--- config.mk ---
export PLATFORM = sky130hd
export DESIGN_NAME = rett_unit
export DESIGN_NICKNAME = d
export VERILOG_FILES = /design/src/rtl/rett_pkg.sv /design/src/rtl/rett_classify.sv /design/src/rtl/rett_select.sv /design/src/rtl/rett_unit.sv
export SDC_FILE = /design/constraint.sdc
export NUM_CORES = 1
export LEC_CHECK = 0
export BUFFER_PORTS_ARGS = -buffer_cell sky130_fd_sc_hd__buf_2
export CORE_MARGIN = 8
export CORE_UTILIZATION = 44
export CTS_CLUSTER_SIZE = 25
export DETAILED_ROUTE_END_ITERATION = 6
export PLACE_DENSITY = 0.9
export SLEW_MARGIN = 20
export SYNTH_ARGS = -nofsm -noshare
export SYNTH_HDL_FRONTEND = slang
export SYNTH_HIERARCHICAL = 1
export SYNTH_SLANG_ARGS = --single-unit
--- constraint.sdc ---
create_clock -name clk -period 2.4 [get_ports clk]
set_input_delay 0.36 -clock clk [delete_from_list [all_inputs] [get_ports clk]]
set_output_delay 0.36 -clock clk [all_outputs]
set_load 0.03 [all_outputs]
--- src/rtl/rett_pkg.sv ---
package rett_pkg;
  // Outcome of the prioritised checks on a return-from-trap instruction
  typedef enum logic [2:0] {
    RK_HALT     = 3'd0, // supervisor clear, traps disabled
    RK_STEP     = 3'd1, // supervisor clear, traps enabled
    RK_ILLEGAL  = 3'd2, // supervisor set, traps enabled
    RK_NORMAL   = 3'd3, // return from normal state
    RK_DEBUG    = 3'd4, // return from debug state
    RK_MISMATCH = 3'd5  // field does not match mode
  } rett_kind_e;
endpackage

--- src/rtl/rett_classify.sv ---
module rett_classify
  import rett_pkg::*;
(
  input  logic       sup,
  input  logic       et,
  input  logic       dbg_mode,
  input  logic       dbg_field,
  output rett_kind_e kind
);
  always_comb begin
    if (!sup) begin
      kind = et ? RK_STEP : RK_HALT;
    end else if (et) begin
      kind = RK_ILLEGAL;
    end else if (!dbg_mode && !dbg_field) begin
      kind = RK_NORMAL;
    end else if (dbg_mode && dbg_field) begin
      kind = RK_DEBUG;
    end else begin
      kind = RK_MISMATCH;
    end
  end
endmodule

--- src/rtl/rett_select.sv ---
module rett_select
  import rett_pkg::*;
#(
  parameter int PC_W       = 32,
  parameter int INSN_BYTES = 4
) (
  input  rett_kind_e        kind,
  input  logic [PC_W-1:0]   pc,
  input  logic              sup,
  input  logic              et,
  input  logic              psup,
  input  logic [PC_W-1:0]   trap_pc,
  input  logic [PC_W-1:0]   dbg_pc,
  input  logic              dbg_et,
  input  logic              dbg_sup,
  output logic [PC_W-1:0]   nxt_pc,
  output logic              nxt_sup,
  output logic              nxt_et,
  output logic              halt,
  output logic              illegal,
  output logic              dbg_clear
);
  localparam logic [PC_W-1:0] STEP = PC_W'(INSN_BYTES);

  logic [PC_W-1:0] seq_pc;
  assign seq_pc = pc + STEP;

  always_comb begin
    nxt_pc    = seq_pc;
    nxt_sup   = sup;
    nxt_et    = et;
    halt      = 1'b0;
    illegal   = 1'b0;
    dbg_clear = 1'b0;
    unique case (kind)
      RK_HALT:    halt = 1'b1;
      RK_ILLEGAL: illegal = 1'b1;
      RK_NORMAL: begin
        nxt_pc  = trap_pc;
        nxt_et  = 1'b1;
        nxt_sup = psup;
      end
      RK_DEBUG: begin
        nxt_pc    = dbg_pc;
        nxt_et    = dbg_et;
        nxt_sup   = dbg_sup;
        dbg_clear = 1'b1;
      end
      default: ; // step and mismatch keep the defaults
    endcase
  end
endmodule

--- src/rtl/rett_unit.sv ---
module rett_unit
  import rett_pkg::*;
#(
  parameter int PC_W       = 32,
  parameter int INSN_BYTES = 4
) (
  input  logic            clk,
  input  logic            rst,
  input  logic            valid_i,
  input  logic [PC_W-1:0] pc_i,
  input  logic            sup_i,
  input  logic            et_i,
  input  logic            psup_i,
  input  logic            dbg_mode_i,
  input  logic            dbg_field_i,
  input  logic [PC_W-1:0] trap_pc_i,
  input  logic [PC_W-1:0] dbg_pc_i,
  input  logic            dbg_et_i,
  input  logic            dbg_sup_i,
  output logic            done_o,
  output logic [PC_W-1:0] next_pc_o,
  output logic            sup_o,
  output logic            et_o,
  output logic            dbg_clear_o,
  output logic            halt_o,
  output logic            illegal_o
);
  localparam logic [PC_W-1:0] STEP = PC_W'(INSN_BYTES);

  rett_kind_e      kind;
  logic [PC_W-1:0] c_pc;
  logic            c_sup, c_et, c_halt, c_ill, c_dclr;

  rett_classify u_classify (
    .sup      (sup_i),
    .et       (et_i),
    .dbg_mode (dbg_mode_i),
    .dbg_field(dbg_field_i),
    .kind     (kind)
  );

  rett_select #(.PC_W(PC_W), .INSN_BYTES(INSN_BYTES)) u_select (
    .kind     (kind),
    .pc       (pc_i),
    .sup      (sup_i),
    .et       (et_i),
    .psup     (psup_i),
    .trap_pc  (trap_pc_i),
    .dbg_pc   (dbg_pc_i),
    .dbg_et   (dbg_et_i),
    .dbg_sup  (dbg_sup_i),
    .nxt_pc   (c_pc),
    .nxt_sup  (c_sup),
    .nxt_et   (c_et),
    .halt     (c_halt),
    .illegal  (c_ill),
    .dbg_clear(c_dclr)
  );

  always_ff @(posedge clk) begin
    if (rst) begin
      done_o      <= 1'b0;
      next_pc_o   <= '0;
      sup_o       <= 1'b0;
      et_o        <= 1'b0;
      dbg_clear_o <= 1'b0;
      halt_o      <= 1'b0;
      illegal_o   <= 1'b0;
    end else begin
      done_o      <= valid_i;
      dbg_clear_o <= valid_i & c_dclr;
      halt_o      <= valid_i & c_halt;
      illegal_o   <= valid_i & c_ill;
      if (valid_i) begin
        next_pc_o <= c_pc;
        sup_o     <= c_sup;
        et_o      <= c_et;
      end
    end
  end

  AST_HALT_WHEN_LOCKED: assert property (@(posedge clk) disable iff (rst)
    valid_i && !sup_i && !et_i |=> halt_o && !illegal_o && !sup_o && !et_o
      && next_pc_o == $past(pc_i) + STEP);
  AST_USER_STEP: assert property (@(posedge clk) disable iff (rst)
    valid_i && !sup_i && et_i |=> !halt_o && !illegal_o && !dbg_clear_o
      && !sup_o && et_o);
  AST_ILLEGAL_FIRST: assert property (@(posedge clk) disable iff (rst)
    valid_i && sup_i && et_i |=> illegal_o && !halt_o && !dbg_clear_o
      && sup_o && et_o);
  AST_NORMAL_RETURN: assert property (@(posedge clk) disable iff (rst)
    valid_i && sup_i && !et_i && !dbg_mode_i && !dbg_field_i |=>
      et_o && sup_o == $past(psup_i) && next_pc_o == $past(trap_pc_i)
      && !dbg_clear_o);
  AST_DEBUG_RETURN: assert property (@(posedge clk) disable iff (rst)
    valid_i && sup_i && !et_i && dbg_mode_i && dbg_field_i |=>
      dbg_clear_o && et_o == $past(dbg_et_i) && sup_o == $past(dbg_sup_i)
      && next_pc_o == $past(dbg_pc_i));
  AST_MISMATCH_STEP: assert property (@(posedge clk) disable iff (rst)
    valid_i && sup_i && !et_i && (dbg_mode_i != dbg_field_i) |=>
      sup_o && !et_o && !halt_o && !illegal_o && !dbg_clear_o);
  AST_PULSE_NEEDS_STROBE: assert property (@(posedge clk) disable iff (rst)
    !valid_i |=> !done_o && !halt_o && !illegal_o && !dbg_clear_o
      && $stable(next_pc_o) && $stable(sup_o) && $stable(et_o));
  AST_ONE_REQUEST: assert property (@(posedge clk) disable iff (rst)
    $countones({halt_o, illegal_o, dbg_clear_o}) <= 1);
endmodule

==> results of run 1 <==
per-stage QoR:
stage | hold slack [ps] | power (mW) | setup WS [ps]
floorplan | 596 | 1.02 | 465
global placement | 469 | 1.20 | 341
detailed placement | 478 | 1.22 | 285
CTS | 423 | 1.67 | 579
global route | 451 | 1.74 | 452
finish | 421 | 1.65 | 585
where the power goes:
group	switching, mW	internal (mW)	total [mW]
combinational	0.299	0.203	0.502
clock	0.221	0.232	0.453
sequential	0.0214	0.677	0.698
layer usage:
| metal | wire, µm | global-route usage | share of wire |
|---|---|---|---|
| met1 | 3200 | 0.199 | 0.38 |
| met2 | 4220 | 0.340 | 0.51 |
| met3 | 744 | 0.0667 | 0.089 |
| met4 | 159 | 0.0682 | 0.019 |
| met5 | 0 | 0 | 0 |
flip-flops by register name (all words and copies together), names as in the netlist:
name,cells
et_o,1
illegal_o,1
sup_o,1
next_pc_o,32
dbg_clear_o,1
done_o,1
halt_o,1
worst max-delay path, cell delays in order:
cell      delay (ps)
buf_2            120
a21boi_0         110
mux2_2           300
nor3b_2          240
buf_4            310
nor2_1           150
nand2_1           90
nand2_1           50
mux2i_1          150
nor2_1            60
worst min-delay path by stage:
stage,end,slack (ps)
after floorplan,sup_o,600
after global placement,next_pc_o[25],470
after detailed placement,next_pc_o[8],480
after CTS,next_pc_o[0],420
after global routing,next_pc_o[0],450
final,next_pc_o[1],420
cell usage in the layout (no fill, tap or decap), drive strengths merged, types with 2 or more instances in the layout:
cell | synthesis | routed
buf | 9 | 149
nor2 | 43 | 43
dfxtp | 38 | 38
mux2i | 34 | 34
a22oi | 33 | 33
o21ai | 30 | 30
xor2 | 20 | 20
nand2 | 16 | 16
nand3 | 16 | 16
nand4 | 9 | 9
xnor2 | 8 | 8
clkbuf | 9 | 7
and2 | 5 | 5
nor4 | 4 | 4
inv | 3 | 3
and3 | 3 | 3
nor3 | 2 | 2
nor3b | 2 | 2
layout make-up:
type | count | area [µm²]
well taps | 72 | 90.1
clock buffers | 7 | 86.3
flip-flops and latches | 38 | 761
inverters | 3 | 11.3
clock inverters | 1 | 5.00
repair buffers | 149 | 786
multi-input cells | 232 | 1600
fillers | 518 | 2170
kinds of logic after synthesis:
kind of cell	after synthesis	share of synthesized area
AOI/OAI and AO/OA	65	0.169
xor gates and xnor gates	28	0.0979
adders and majority gates	1	0.00499
buffers and inverters	21	0.0614
DFF	38	0.304
muxes	35	0.140
and+or+nand+nor	103	0.223
==> impl_metrics.ini, run 1 <==
[status]
status = complete, no violations

[drt]
route.detailed.drc = 0
routed_wl_um = 8330
dr.pass1.iters = 4
detail-route-antenna-nets = 0
route.vias.total = 2718
wl_per_cell_um = 16.6
viasPerCell = 5.41
first_iter_violations = 108

[cts]
cts-root-buf = clkbuf_8
postCtsSetupRepairBufs = 0
worst_skew_pair.late_latency_ps = 280
numCtsBuffers = 5
cts_resized = 0
cts_hold_buf = 0
clockBufferDepth = 2
path_clk_slew_ps = 70
htreeDepth = 2
cts.sinks = 38
cts_tree = built

[sta]
fin_crit_ps = 1820
post-route-period-util = 0.756
setup_tns_ps = 0
fmax_ghz = 0.551
maxSlewViolCount = 0
grt_setup_unrepaired = no
worstMarginPinSlew_ps = 722
setup_viol = 0
fin_skew_ps = 0
slew-limit-headroom = 0.519
hold_viol = 0

[pwr]
p_leak_nw = 1.60
vdd_ir_drop_max_mv = 0.294
powerDensity_nw_per_um2 = 496

[global_routing]
track_usage = 0.190
antenna_found_initial = 0
grt_max_degree = 36
grt_pass1_wl_um = 13200
grt_overflow = 0
grt_pass1_vias = 2807

[logic_synthesis]
synthTopCellsByArea = dfxtp_1, mux2i_1, a22oi_1
yosysMostFrequentCell = nor2_1
synth-main-ff-cell = dfxtp_1
synth_area_um2 = 2510
yosys_warnings = 6
synthTopCellsByCount = nor2_1, dfxtp_1, mux2i_1
synth_fp_nets = 398
synth_cell_type_count = 38
synth_edf_count = 0
async_flop_share = 0
netlist_instances = 291
synth_top_area_share = 0.304
synth-seq-cells = 38
synth.avg_cell_area_um2 = 8.61
synth-seq-area-share = 0.304
synth_largest_area_cell = dfxtp_1

[critical_path]
crit_arrival_ps = 1960
criticalPathCategory = input port to flip-flop
cp-endpoint = next_pc_o[3]
worstSetupStartpointType = input port
cp-end-kind = flip-flop
r2r-start = et_o
worst_r2r_endpoint = et_o
r2r_cells = 2
r2r_setup_slack_ps = 1750
crit_required_ps = 2540
cp_max_fo = 21
crit_start = sup_i

[final_layout]
area_growth_syn_to_layout_pct = 33.1
antenna_cells = 0
post-route-util = 0.606
final_area_um2 = 3340
final_cells = 502
final_layout_size_suffix_gt1_frac = 0.400
nNetsFinal = 536

[placement]
hpwl_um = 6700
placed_area_um2 = 3240
dp_cells = 494
globalplace.congestion = 0.771
io_buffer_count = 143

[floorplanning]
placementRows = 27
core_area_um2 = 5510
die_w_um = 91.5
die_h_um = 91.5
die_area_um2 = 8370
start_util = 0.455
ios = 144

[run]
maxCapViolations = 0

[hold_path]
min_from = pc_i[1]
holdPathStages = 5
hold_path.class = input port to flip-flop
Power figures use the tool's default switching activity.
==> run 2, diff against run 1 <==
clock period = 1.8 ns   (was 2.4 ns; I/O delays follow)
==> run 2 against run 1 <==
Via count increased by 0.70%. Critical path type unchanged. Die area stayed put. Critical endpoint is now next_pc_o[16]. Register-to-register slack lost 590 ps. Clock skew is the same. Sequential share of layout area is 1.1 points lower.
==> impl_metrics.ini, run 2 (synthesis gave the netlist of run 1 again) <==
[cts]
cts_tree = built
numCtsBuffers = 5
clockBufferDepth = 2
path_clk_slew_ps = 80
cts_hold_buf = 0
cts-root-buf = clkbuf_8
postCtsSetupRepairBufs = 0
cts.sinks = 38
worst_skew_pair.late_latency_ps = 280
htreeDepth = 2
cts_resized = 0

[critical_path]
cp_max_fo = 3
r2r_cells = 2
cp_slowest_stage_delay_ps = 550
criticalPathCategory = input port to flip-flop
crit_chain = buf_2 -> ha_1 -> nand3_1 -> or4_4 -> nor2_4 -> xnor2_1 -> o21ai_2 -> mux2i_1 -> nor2_1
crit_required_ps = 1980
crit_arrival_ps = 1790
cp-end-kind = flip-flop
worstSetupStartpointType = input port
slowest_stage = or4_4

[final_layout]
multi_input_area_um2 = 1600
antenna_cells = 0
largest_reg_flops = 32
post-route-util = 0.635
area_growth_syn_to_layout_pct = 39.6
regMostFlops = next_pc_o
fillers = 488
nNetsFinal = 550
final_cells = 516
layout_common_cells = buf_2, nor2_1, dfxtp_1
final_layout_size_suffix_gt1_frac = 0.421
regArea_um2 = 761
layout_commonest_cell = buf_2
final_area_um2 = 3500

[drt]
detail-route-antenna-nets = 0
route.vias.total = 2737
route.detailed.drc = 0
viasPerCell = 5.30
wl_per_cell_um = 16.0
routed_wl_um = 8240
dr.pass1.iters = 4
first_iter_violations = 126

[run]
maxCapViolations = 0

[status]
status = complete, no violations

[sta]
post-route-period-util = 0.893
slew-limit-headroom = 0.755
maxSlewViolCount = 0
setup_viol = 0
fin_skew_ps = 0
fmax_ghz = 0.622
fin_crit_ps = 1610
setup_tns_ps = 0
hold_viol = 0
grt_setup_unrepaired = no
fin_ws_ps = 193
fin_hold_ws_ps = 329
worstMarginPinSlew_ps = 365

[pwr]
vdd_ir_drop_max_mv = 0.342
p_leak_nw = 1.69
powerDensity_nw_per_um2 = 721
fin_total_pwr_mw = 2.52

[floorplanning]
die_h_um = 91.5
core_area_um2 = 5510
start_util = 0.455
die_w_um = 91.5
ios = 144
placementRows = 27
die_area_um2 = 8370

[placement]
dp_cells = 508
placed_area_um2 = 3360
pre_cts_slack_ps = -113
globalplace.congestion = 0.839
io_buffer_count = 143
hpwl_um = 6620

[global_routing]
grt_pass1_vias = 2877
grt_max_degree = 36
track_usage = 0.187
grt_pass1_wl_um = 13200
antenna_found_initial = 0
grt_overflow = 0

[hold_path]
hold_path.class = input port to flip-flop
holdPathStages = 5
==> run 2: path summary, 6_finish.rpt <==
check,from,end,slack (ps)
worst max-delay path,pc_i[2],next_pc_o[16],190
worst min-delay path,pc_i[0],next_pc_o[0],330
worst max register to register,next_pc_o[16],next_pc_o[16],1160
worst min register to register,next_pc_o[22],next_pc_o[22],490
==> run 2: area by class of cell <==
cell class	instances	area share
Clock inverter	2	0.0172
Multi-Input combinational cell	232	0.458
Inverter	3	0.00322
Timing Repair Buffer	163	0.255
Tap cell	72	0.0258
Sequential cell	38	0.217
Clock buffer	6	0.0236
==> run 2: metal layers <==
layer / up-vias / part of all wire / global-route usage
met5: - / 0 / 0
met4: 0 / 0.013 / 0.0464
met3: 10 / 0.070 / 0.0609
met2: 94 / 0.52 / 0.355
met1: 1281 / 0.39 / 0.191
li1: 1352 / - / -
==> run 2: critical path: cells and delay by family <==
| family | cells | cell delay, ps |
|---|---|---|
| AND/OR/NAND/NOR | 4 | 860 |
| adder cells (fa/ha/maj) | 1 | 170 |
| multiplexers | 1 | 170 |
| XOR/XNOR | 1 | 140 |
| buffers and inverters | 1 | 110 |
| AO/OA/AOI/OAI | 1 | 80 |
==> run 2: power breakdown <==
group	switching [mW]	internal, mW
Sequential	0.0288	0.902
Combinational	0.399	0.286
Clock	0.316	0.592
Total	0.743	1.78
